--- config.mk ---
export PLATFORM = sky130hd
export DESIGN_NAME = bfly_router
export DESIGN_NICKNAME = d
export VERILOG_FILES = /design/src/rtl/bfly_pkg.sv /design/src/rtl/bfly_elem.sv /design/src/rtl/bfly_stage.sv /design/src/rtl/bfly_ack.sv /design/src/rtl/bfly_router.sv
export SDC_FILE = /design/constraint.sdc
export NUM_CORES = 1
export LEC_CHECK = 0
export BUFFER_PORTS_ARGS = -buffer_cell sky130_fd_sc_hd__buf_2
export CORE_MARGIN = 1
export CORE_UTILIZATION = 35
export CTS_BUF_LIST = sky130_fd_sc_hd__clkbuf_8
export CTS_CLUSTER_DIAMETER = 100
export CTS_CLUSTER_SIZE = 40
export DETAILED_ROUTE_END_ITERATION = 10
export SETUP_SLACK_MARGIN = 0.1
export SLEW_MARGIN = 20
export SYNTH_ARGS = -nofsm -noshare
export SYNTH_HDL_FRONTEND = slang
export SYNTH_SLANG_ARGS = --single-unit
--- constraint.sdc ---
create_clock -name clk -period 4.14 [get_ports clk]
set_input_delay 0.621 -clock clk [delete_from_list [all_inputs] [get_ports clk]]
set_output_delay 0.621 -clock clk [all_outputs]
set_load 0.05 [all_outputs]
--- src/rtl/bfly_pkg.sv ---
package bfly_pkg;
   typedef enum logic {
      PORT_UP = 1'b0,
      PORT_DN = 1'b1
   } port_e;

   localparam int MAX_ADDR_W = 6;
endpackage

--- src/rtl/bfly_elem.sv ---
module bfly_elem
   import bfly_pkg::*;
#(
   parameter int AW  = 3,
   parameter int DW  = 16,
   parameter int BIT = 0
) (
   input  logic                  clk,
   input  logic                  rst_n,
   input  logic [2*AW+DW:0]      in_up,
   input  logic [2*AW+DW:0]      in_dn,
   output logic [2*AW+DW:0]      out_up,
   output logic [2*AW+DW:0]      out_dn
);
   localparam int FW = 2*AW + DW + 1;
   localparam int VB = FW - 1;
   localparam int DL = DW + AW;

   if (BIT < 0 || BIT >= AW) begin : g_bad_bit
      $error("bfly_elem: BIT out of range");
   end

   logic  up_v, dn_v, clash, dn_go;
   port_e up_sel, dn_sel;

   assign up_v   = in_up[VB];
   assign dn_v   = in_dn[VB];
   assign up_sel = port_e'(in_up[DL+BIT]);
   assign dn_sel = port_e'(in_dn[DL+BIT]);
   assign clash  = up_v && dn_v && (up_sel == dn_sel);
   assign dn_go  = dn_v && !clash;

   always_comb begin
      out_up = '0;
      out_dn = '0;
      if (up_v) begin
         if (up_sel == PORT_DN) out_dn = in_up;
         else                   out_up = in_up;
      end
      if (dn_go) begin
         if (dn_sel == PORT_DN) out_dn = in_dn;
         else                   out_up = in_dn;
      end
   end

   AST_UPPER_WINS: assert property (@(posedge clk) disable iff (!rst_n)
      clash |-> ((up_sel == PORT_DN) ? (out_dn == in_up) : (out_up == in_up)));
   AST_STEER_UP: assert property (@(posedge clk) disable iff (!rst_n)
      out_up[VB] |-> !out_up[DL+BIT]);
   AST_STEER_DN: assert property (@(posedge clk) disable iff (!rst_n)
      out_dn[VB] |-> out_dn[DL+BIT]);
   AST_KEEP_ONE: assert property (@(posedge clk) disable iff (!rst_n)
      (up_v || dn_v) |-> (out_up[VB] || out_dn[VB]));
endmodule

--- src/rtl/bfly_stage.sv ---
module bfly_stage #(
   parameter int AW  = 3,
   parameter int DW  = 16,
   parameter int BIT = 0
) (
   input  logic                          clk,
   input  logic                          rst_n,
   input  logic [(2**AW)*(2*AW+DW+1)-1:0] lines_in,
   output logic [(2**AW)*(2*AW+DW+1)-1:0] lines_out
);
   localparam int N   = 2**AW;
   localparam int FW  = 2*AW + DW + 1;
   localparam int NEL = N / 2;

   for (genvar e = 0; e < NEL; e++) begin : g_el
      localparam int LO = ((e >> BIT) << (BIT + 1)) | (e & ((1 << BIT) - 1));
      localparam int HI = LO | (1 << BIT);

      bfly_elem #(.AW(AW), .DW(DW), .BIT(BIT)) u_elem (
         .clk    (clk),
         .rst_n  (rst_n),
         .in_up  (lines_in [LO*FW +: FW]),
         .in_dn  (lines_in [HI*FW +: FW]),
         .out_up (lines_out[LO*FW +: FW]),
         .out_dn (lines_out[HI*FW +: FW])
      );
   end
endmodule

--- src/rtl/bfly_ack.sv ---
module bfly_ack #(
   parameter int AW = 3
) (
   input  logic                 clk,
   input  logic                 rst_n,
   input  logic [2**AW-1:0]     fab_valid,
   input  logic [(2**AW)*AW-1:0] fab_src,
   output logic [2**AW-1:0]     ready
);
   localparam int N = 2**AW;

   always_comb begin
      ready = '0;
      for (int o = 0; o < N; o++) begin
         if (fab_valid[o]) ready[fab_src[o*AW +: AW]] = 1'b1;
      end
   end

   AST_GRANT_COUNT: assert property (@(posedge clk) disable iff (!rst_n)
      $countones(ready) == $countones(fab_valid));
endmodule

--- src/rtl/bfly_router.sv ---
module bfly_router
   import bfly_pkg::*;
#(
   parameter int ADDR_W = 3,
   parameter int DATA_W = 16
) (
   input  logic                         clk,
   input  logic                         rst_n,
   input  logic [2**ADDR_W-1:0]         in_valid,
   input  logic [(2**ADDR_W)*ADDR_W-1:0] in_dest,
   input  logic [(2**ADDR_W)*DATA_W-1:0] in_data,
   output logic [2**ADDR_W-1:0]         in_ready,
   output logic [2**ADDR_W-1:0]         out_valid,
   output logic [(2**ADDR_W)*DATA_W-1:0] out_data
);
   localparam int N  = 2**ADDR_W;
   localparam int FW = 2*ADDR_W + DATA_W + 1;
   localparam int VB = FW - 1;
   localparam int SL = DATA_W;
   localparam int DL = DATA_W + ADDR_W;

   if (ADDR_W < 1 || ADDR_W > MAX_ADDR_W) begin : g_bad_aw
      $error("bfly_router: ADDR_W out of range");
   end
   if (DATA_W < 1) begin : g_bad_dw
      $error("bfly_router: DATA_W must be positive");
   end

   logic [N*FW-1:0]      lane [ADDR_W+1];
   logic [N-1:0]         fab_valid;
   logic [N*ADDR_W-1:0]  fab_src;
   logic [N*ADDR_W-1:0]  fab_dest;
   logic [N*DATA_W-1:0]  fab_data;

   always_comb begin
      for (int s = 0; s < N; s++) begin
         lane[0][s*FW +: FW] = {in_valid[s], in_dest[s*ADDR_W +: ADDR_W],
                                ADDR_W'(s), in_data[s*DATA_W +: DATA_W]};
      end
   end

   for (genvar k = 0; k < ADDR_W; k++) begin : g_stage
      bfly_stage #(.AW(ADDR_W), .DW(DATA_W), .BIT(ADDR_W-1-k)) u_stage (
         .clk       (clk),
         .rst_n     (rst_n),
         .lines_in  (lane[k]),
         .lines_out (lane[k+1])
      );
   end

   for (genvar o = 0; o < N; o++) begin : g_out
      assign fab_valid[o]                 = lane[ADDR_W][o*FW + VB];
      assign fab_src [o*ADDR_W +: ADDR_W] = lane[ADDR_W][o*FW + SL +: ADDR_W];
      assign fab_dest[o*ADDR_W +: ADDR_W] = lane[ADDR_W][o*FW + DL +: ADDR_W];
      assign fab_data[o*DATA_W +: DATA_W] = lane[ADDR_W][o*FW +: DATA_W];

      AST_DEST_MATCH: assert property (@(posedge clk) disable iff (!rst_n)
         fab_valid[o] |-> (fab_dest[o*ADDR_W +: ADDR_W] == ADDR_W'(o)));
   end

   bfly_ack #(.AW(ADDR_W)) u_ack (
      .clk       (clk),
      .rst_n     (rst_n),
      .fab_valid (fab_valid),
      .fab_src   (fab_src),
      .ready     (in_ready)
   );

   always_ff @(posedge clk) begin
      if (!rst_n) begin
         out_valid <= '0;
         out_data  <= '0;
      end else begin
         out_valid <= fab_valid;
         out_data  <= fab_data;
      end
   end

   AST_READY_GATED: assert property (@(posedge clk) disable iff (!rst_n)
      (in_ready & ~in_valid) == '0);
   AST_OUT_COUNT: assert property (@(posedge clk) disable iff (!rst_n)
      $countones(out_valid) == $countones($past(in_ready)));
endmodule

==> impl_metrics.toml, run 1 <==
[outcome]
outcome = "finished clean"

[synthesis]
synth_top_area_frac = 0.314
synth_top_family_by_area = "compound AO/OA/AOI/OAI gates"
synthMuxAreaShare = 0.00707
synth_compound_area_frac = 0.429
avgSynthCellArea_um2 = 8.15
synth_xor_area_frac = 0.00101
synthSimpleGateAreaFrac = 0.184
synthesis.nets = 1226
synth-seq-area-share = 0.314
synth_edf_count = 0
synth_common_cells = "a22oi_1, dfxtp_1, nor2_1, o22a_1"
ys_warn_count = 0
syn-cell-area_um2 = 8670
synthAdderAreaFrac = 0
syn_inst = 1064
synth-main-ff-cell = "dfxtp_1"
synthTopCellsByArea = "dfxtp_1, a22oi_1, o22a_1"
synth-async-reset-ratio = 0
yosys.area.top_type = "dfxtp_1"
yosysUniqueCellTypes = 87
synth_most_common_cell = "a22oi_1"
ys_seq_elements = 136

[placed_design]
gp_congestion = 1.02
dp_hpwl_um = 33000
placed_area_um2 = 10400
place_inst = 1633
numPortBuffers = 305

[timing]
setup_viol_count_final = 0
worst_pin_slew_ns = 0.886
fmax_mhz = 277
slew_violations = 0
rsz0062_at_grt = "no"
slew_headroom = 0.409
hold_viol_final = 0
setup_tns_ns = 0
period_share = 0.873
fin_crit_ns = 3.62

[clocking]
path_clk_slew_ns = 0.08
post-cts-setup-buffers = 0
cts_max_path_buffers = 2
cts_buffers = 17
cts_tree = "yes"
ctsHoldBuffers = 0
root_buffer = "clkbuf_8"
cts-resized-gates = 0
cts.sinks = 136
htree_levels = 4

[worst_setup_path]
endpoint_kind = "output port"
critPathLaunchType = "input port"
worstPathMaxFanout = 15
cp.arrival_ns = 2.99
required_ns = 3.52
worstSetupPathType = "input port to output port"

[min_path]
hold_depth = 3
hp-class = "input port to flop"
min_from = "rst_n"
hold_path_end = "out_data[54]"

[floorplanning]
rows = 57
initial_core_util = 0.356
core_um2 = 24300
fp.dieW_um = 159
dieArea_um2 = 25400
num_io_pins = 306
die_y_um = 159

[cells_and_area]
regArea_um2 = 2720
multi_input_area_um2 = 5410
syn2layout_area_growth_pct = 24.9
fillers = 2518
antennaDiodeCount = 0
post-route-util = 0.445
layout.nets = 1490
final_cells = 1664
fin_area_um2 = 10800
layout-drive-gt1-share = 0.319

[route]
wirelength_um = 42200
ant_nets = 0
first_pass_iters = 9
vias = 10400
avgRoutedWirePerCell_um = 25.3
avgViaCountPerCell = 6.25
first_iter_violations = 1121
drc = 0

[power_and_ir_drop]
irDropWorstVdd_mv = 0.182
leakage_nw = 4.25
power_density_nw_per_um2 = 334

[global_route]
grt_antenna_before_repair = 1
grt_max_degree = 42
grt_pass1_wl_um = 62600
grt-ovfl-total = 0
grt_usage = 0.327
grt_pass1_vias = 9788

[flow_run]
cap_violations = 0
==> per-stage QoR <==
| step | hold slack, ns | total power [mW] | worst slack [ns] |
|---|---|---|---|
| after global routing | 0.719 | 3.74 | 0.461 |
| final | 0.715 | 3.61 | 0.524 |
| after CTS | 0.695 | 3.59 | 0.638 |
| after detailed placement | 1.09 | 2.42 | 0.657 |
| after global placement | 1.09 | 2.43 | 0.472 |
| after floorplan | 0.884 | 2.05 | 0.796 |
==> worst max path at each step <==
stage	slack (ns)	end	from	cells after the start
floorplan	0.80	in_ready[2]	in_dest[5]	8
global placement	0.47	in_ready[5]	in_dest[16]	8
detailed placement	0.66	in_ready[7]	in_dest[16]	8
CTS	0.64	in_ready[7]	in_dest[16]	8
global route	0.46	in_ready[5]	in_dest[16]	8
finish	0.52	in_ready[5]	in_dest[16]	8
==> power breakdown <==
group	internal [mW]	switching [mW]
Sequential	1.34	0.00929
Combinational	0.317	0.759
Clock	0.598	0.591
Total	2.25	1.36
==> state kept, by name (all words and copies together) (netlist names) <==
signal,cells
out_valid,8
out_data,128
==> placed cells by master, fill, tap and decap left out, types with 7 or more instances in the layout <==
cell type	n
a21oi_1	39
nand2_1	66
a22oi_1	160
o22ai_1	66
o22a_1	96
clkbuf_8	17
and2_1	7
inv_1	8
o31a_1	8
a31oi_1	12
buf_4	43
o21a_1	33
dfxtp_1	136
buf_2	305
nand2b_1	8
nor2_1	108
nand3_1	21
nor3_1	49
==> cell families after synthesis <==
group,Yosys count
AO/OA/AOI/OAI,489
XOR/XNOR,1
buffers and inverters,112
flip-flops,136
multiplexers,5
AND/OR/NAND/NOR,321
==> per-layer routing <==
metal  vias to the layer above  part of all wire  GRT usage
li1                       4688                 -          -
met1                      4897              0.44      0.454
met2                       700              0.41      0.467
met3                       105              0.10     0.0862
met4                         2             0.045      0.155
met5                         -           0.00031          0
==> worst max-delay path: stages <==
cell and delay, ns:
buf_2 0.30, inv_2 0.12, o31ai_1 0.64, o21ai_1 0.38, o22ai_1 0.33, a32oi_1 0.15
o211ai_1 0.14, buf_2 0.30
==> cell type report <==
class / count / area share
Clock buffer: 17 / 0.0216
Clock inverter: 14 / 0.0159
Inverter: 9 / 0.00324
Multi-Input combinational cell: 816 / 0.499
Sequential cell: 136 / 0.251
Tap cell: 324 / 0.0374
Timing Repair Buffer: 348 / 0.171
No activity file was read; power rests on OpenSTA's default activity.
==> inputs of run 2 (changes only) <==
PLACE_DENSITY = 0.71   (was not set)
RECOVER_POWER = 50   (was not set)
==> run 2 against run 1 <==
Cell count shrank 0.18%. Clock-buffer cell count grew 1. Total power grew 0.37%. Combinational power is essentially flat. Critical endpoint is now in_ready[1]. Sequential power is essentially flat. Sequential cell count is the same. First-iteration DRC count grew 51%.
==> impl_metrics.toml, run 2 (synthesis gave the netlist of run 1 again) <==
[power_and_ir_drop]
p_switching_mw = 1.37
intPower_mw = 2.26
power_density_nw_per_um2 = 341
swShare = 0.378
irDropWorstVdd_mv = 0.192
clkPwrFrac = 0.334
p_seq_frac = 0.372
finalPower_mw = 3.63
pwr-share-comb = 0.294
leakage_nw = 3.64

[cells_and_area]
largest_reg_flops = 128
multi_input_area_um2 = 5410
reg_top3 = "out_data: 128 flops, out_valid: 8 flops"
regArea_um2 = 2720
fillers = 2538
syn2layout_area_growth_pct = 22.6
regMostFlops = "out_data"
fin_area_um2 = 10600
final_common_cell = "buf_2"
layout.nets = 1485
layout-drive-gt1-share = 0.215
layout_common_cells = "buf_2, a22oi_1, clkbuf_1"

[global_route]
grt_usage = 0.326
grt_pass1_wl_um = 62500
grt_antenna_before_repair = 2
grt-ovfl-total = 0
grt_max_degree = 88
grt_pass1_vias = 9727

[route]
met1_length_um = 18100
first_iter_violations = 1689
drc = 0
wirelength_um = 42700
avgRoutedWirePerCell_um = 25.7
avgViaCountPerCell = 6.38
vias = 10600
ant_nets = 0
route.met3.wl_um = 4890
dr_wl_met2_um = 17600
first_pass_iters = 7
top_layer_used = "met4"

[timing]
setup_viol_count_final = 0
setup_tns_ns = 0
fmax_mhz = 277
slew_violations = 0
rsz0062_at_grt = "no"
period_share = 0.872
hold_viol_final = 0
fin_crit_ns = 3.61
worst_pin_slew_ns = 1.20
slew_headroom = 0.192

[min_path]
hold_depth = 4
hp-class = "input port to flop"

[clocking]
cts_tree = "yes"
ctsHoldBuffers = 0
htree_levels = 4
post-cts-setup-buffers = 0
cts-resized-gates = 0
cts_max_path_buffers = 2
cts_buffers = 17
root_buffer = "clkbuf_8"
path_clk_slew_ns = 0.08
cts.sinks = 136

[floorplanning]
initial_core_util = 0.356
num_io_pins = 306
die_y_um = 159
fp.dieW_um = 159
core_um2 = 24300
dieArea_um2 = 25400
rows = 57

[flow_run]
cap_violations = 0

[placed_design]
gp_congestion = 0.976
placed_area_um2 = 10400
dp_hpwl_um = 33100
numPortBuffers = 305

[outcome]
outcome = "finished clean"

[worst_setup_path]
endpoint_kind = "output port"
critPathLaunchType = "input port"
cp.arrival_ns = 2.99
required_ns = 3.52
worstSetupPathType = "input port to output port"
worstPathMaxFanout = 19
[run 2: cell count changes in the layout (fill, tap and decap cells not counted)]
cell / before / now
buf_2: 305 / 168
buf_4: 43 / 38
clkbuf_1: 0 / 137
clkbuf_8: 17 / 18
clkinv_4: 3 / 4
diode_2: 0 / 2
inv_1: 8 / 7
inv_6: 4 / 3
nor2_1: 108 / 107
nor2_2: 5 / 6
o31ai_1: 6 / 7
o31ai_2: 5 / 4
[run 2: final cells by class]
| type | instances | area share |
|---|---|---|
| antenna | 2 | 0.000471 |
| clock buffer | 18 | 0.0233 |
| clock inverter | 13 | 0.0159 |
| inverter | 9 | 0.00330 |
| multi-input combinational | 816 | 0.508 |
| sequential | 136 | 0.256 |
| tap | 324 | 0.0381 |
| timing repair buffer | 343 | 0.154 |
[run 2: through the flow]
| step | std cells | setup WS, ns | utilization | hold slack, ns |
|---|---|---|---|---|
| 3_5_place_dp | 1628 | 0.557 | 0.427 | 1.09 |
| 3_3_place_gp | 1628 | 0.490 | 0.427 | 1.09 |
| 6_report | 1661 | 0.528 | 0.437 | 0.746 |
| 4_1_cts | 1659 | 0.539 | 0.444 | 0.715 |
| 5_1_grt | 1659 | 0.355 | 0.437 | 0.754 |
| 2_1_floorplan | 1064 | 0.796 | - | 0.884 |
[run 2: per-layer routing]
| metal | vias to the layer above | global-route usage |
|---|---|---|
| met5 | - | 0 |
| met4 | 0 | 0.153 |
| met3 | 131 | 0.0794 |
| met2 | 830 | 0.476 |
| met1 | 4953 | 0.450 |
| li1 | 4676 | - |
[run 2: worst paths after layout]
path | slack, ns | endpoint | from
worst max-delay path | 0.53 | in_ready[1] | in_valid[2]
worst min-delay path | 0.75 | out_valid[4] | in_dest[21]
[run 2: power groups by stage]
| stage | clock network, mW | registers [mW] | logic (mW) |
|---|---|---|---|
| after floorplan | 0 | 1.49 | 0.562 |
| after global placement | 0 | 1.38 | 1.04 |
| after detailed placement | 0 | 1.38 | 1.04 |
| after CTS | 1.21 | 1.35 | 1.04 |
| after global routing | 1.28 | 1.35 | 1.11 |
| final | 1.21 | 1.35 | 1.07 |
[run 2: worst max-delay path, cell delays in order]
cell and delay, ns:
buf_2 0.15, and2_1 0.19, buf_4 0.22, o31a_1 0.36, o31ai_2 0.25, buf_4 0.31
nor3_1 0.10, o21ai_0 0.30, nand4_1 0.22, buf_2 0.27
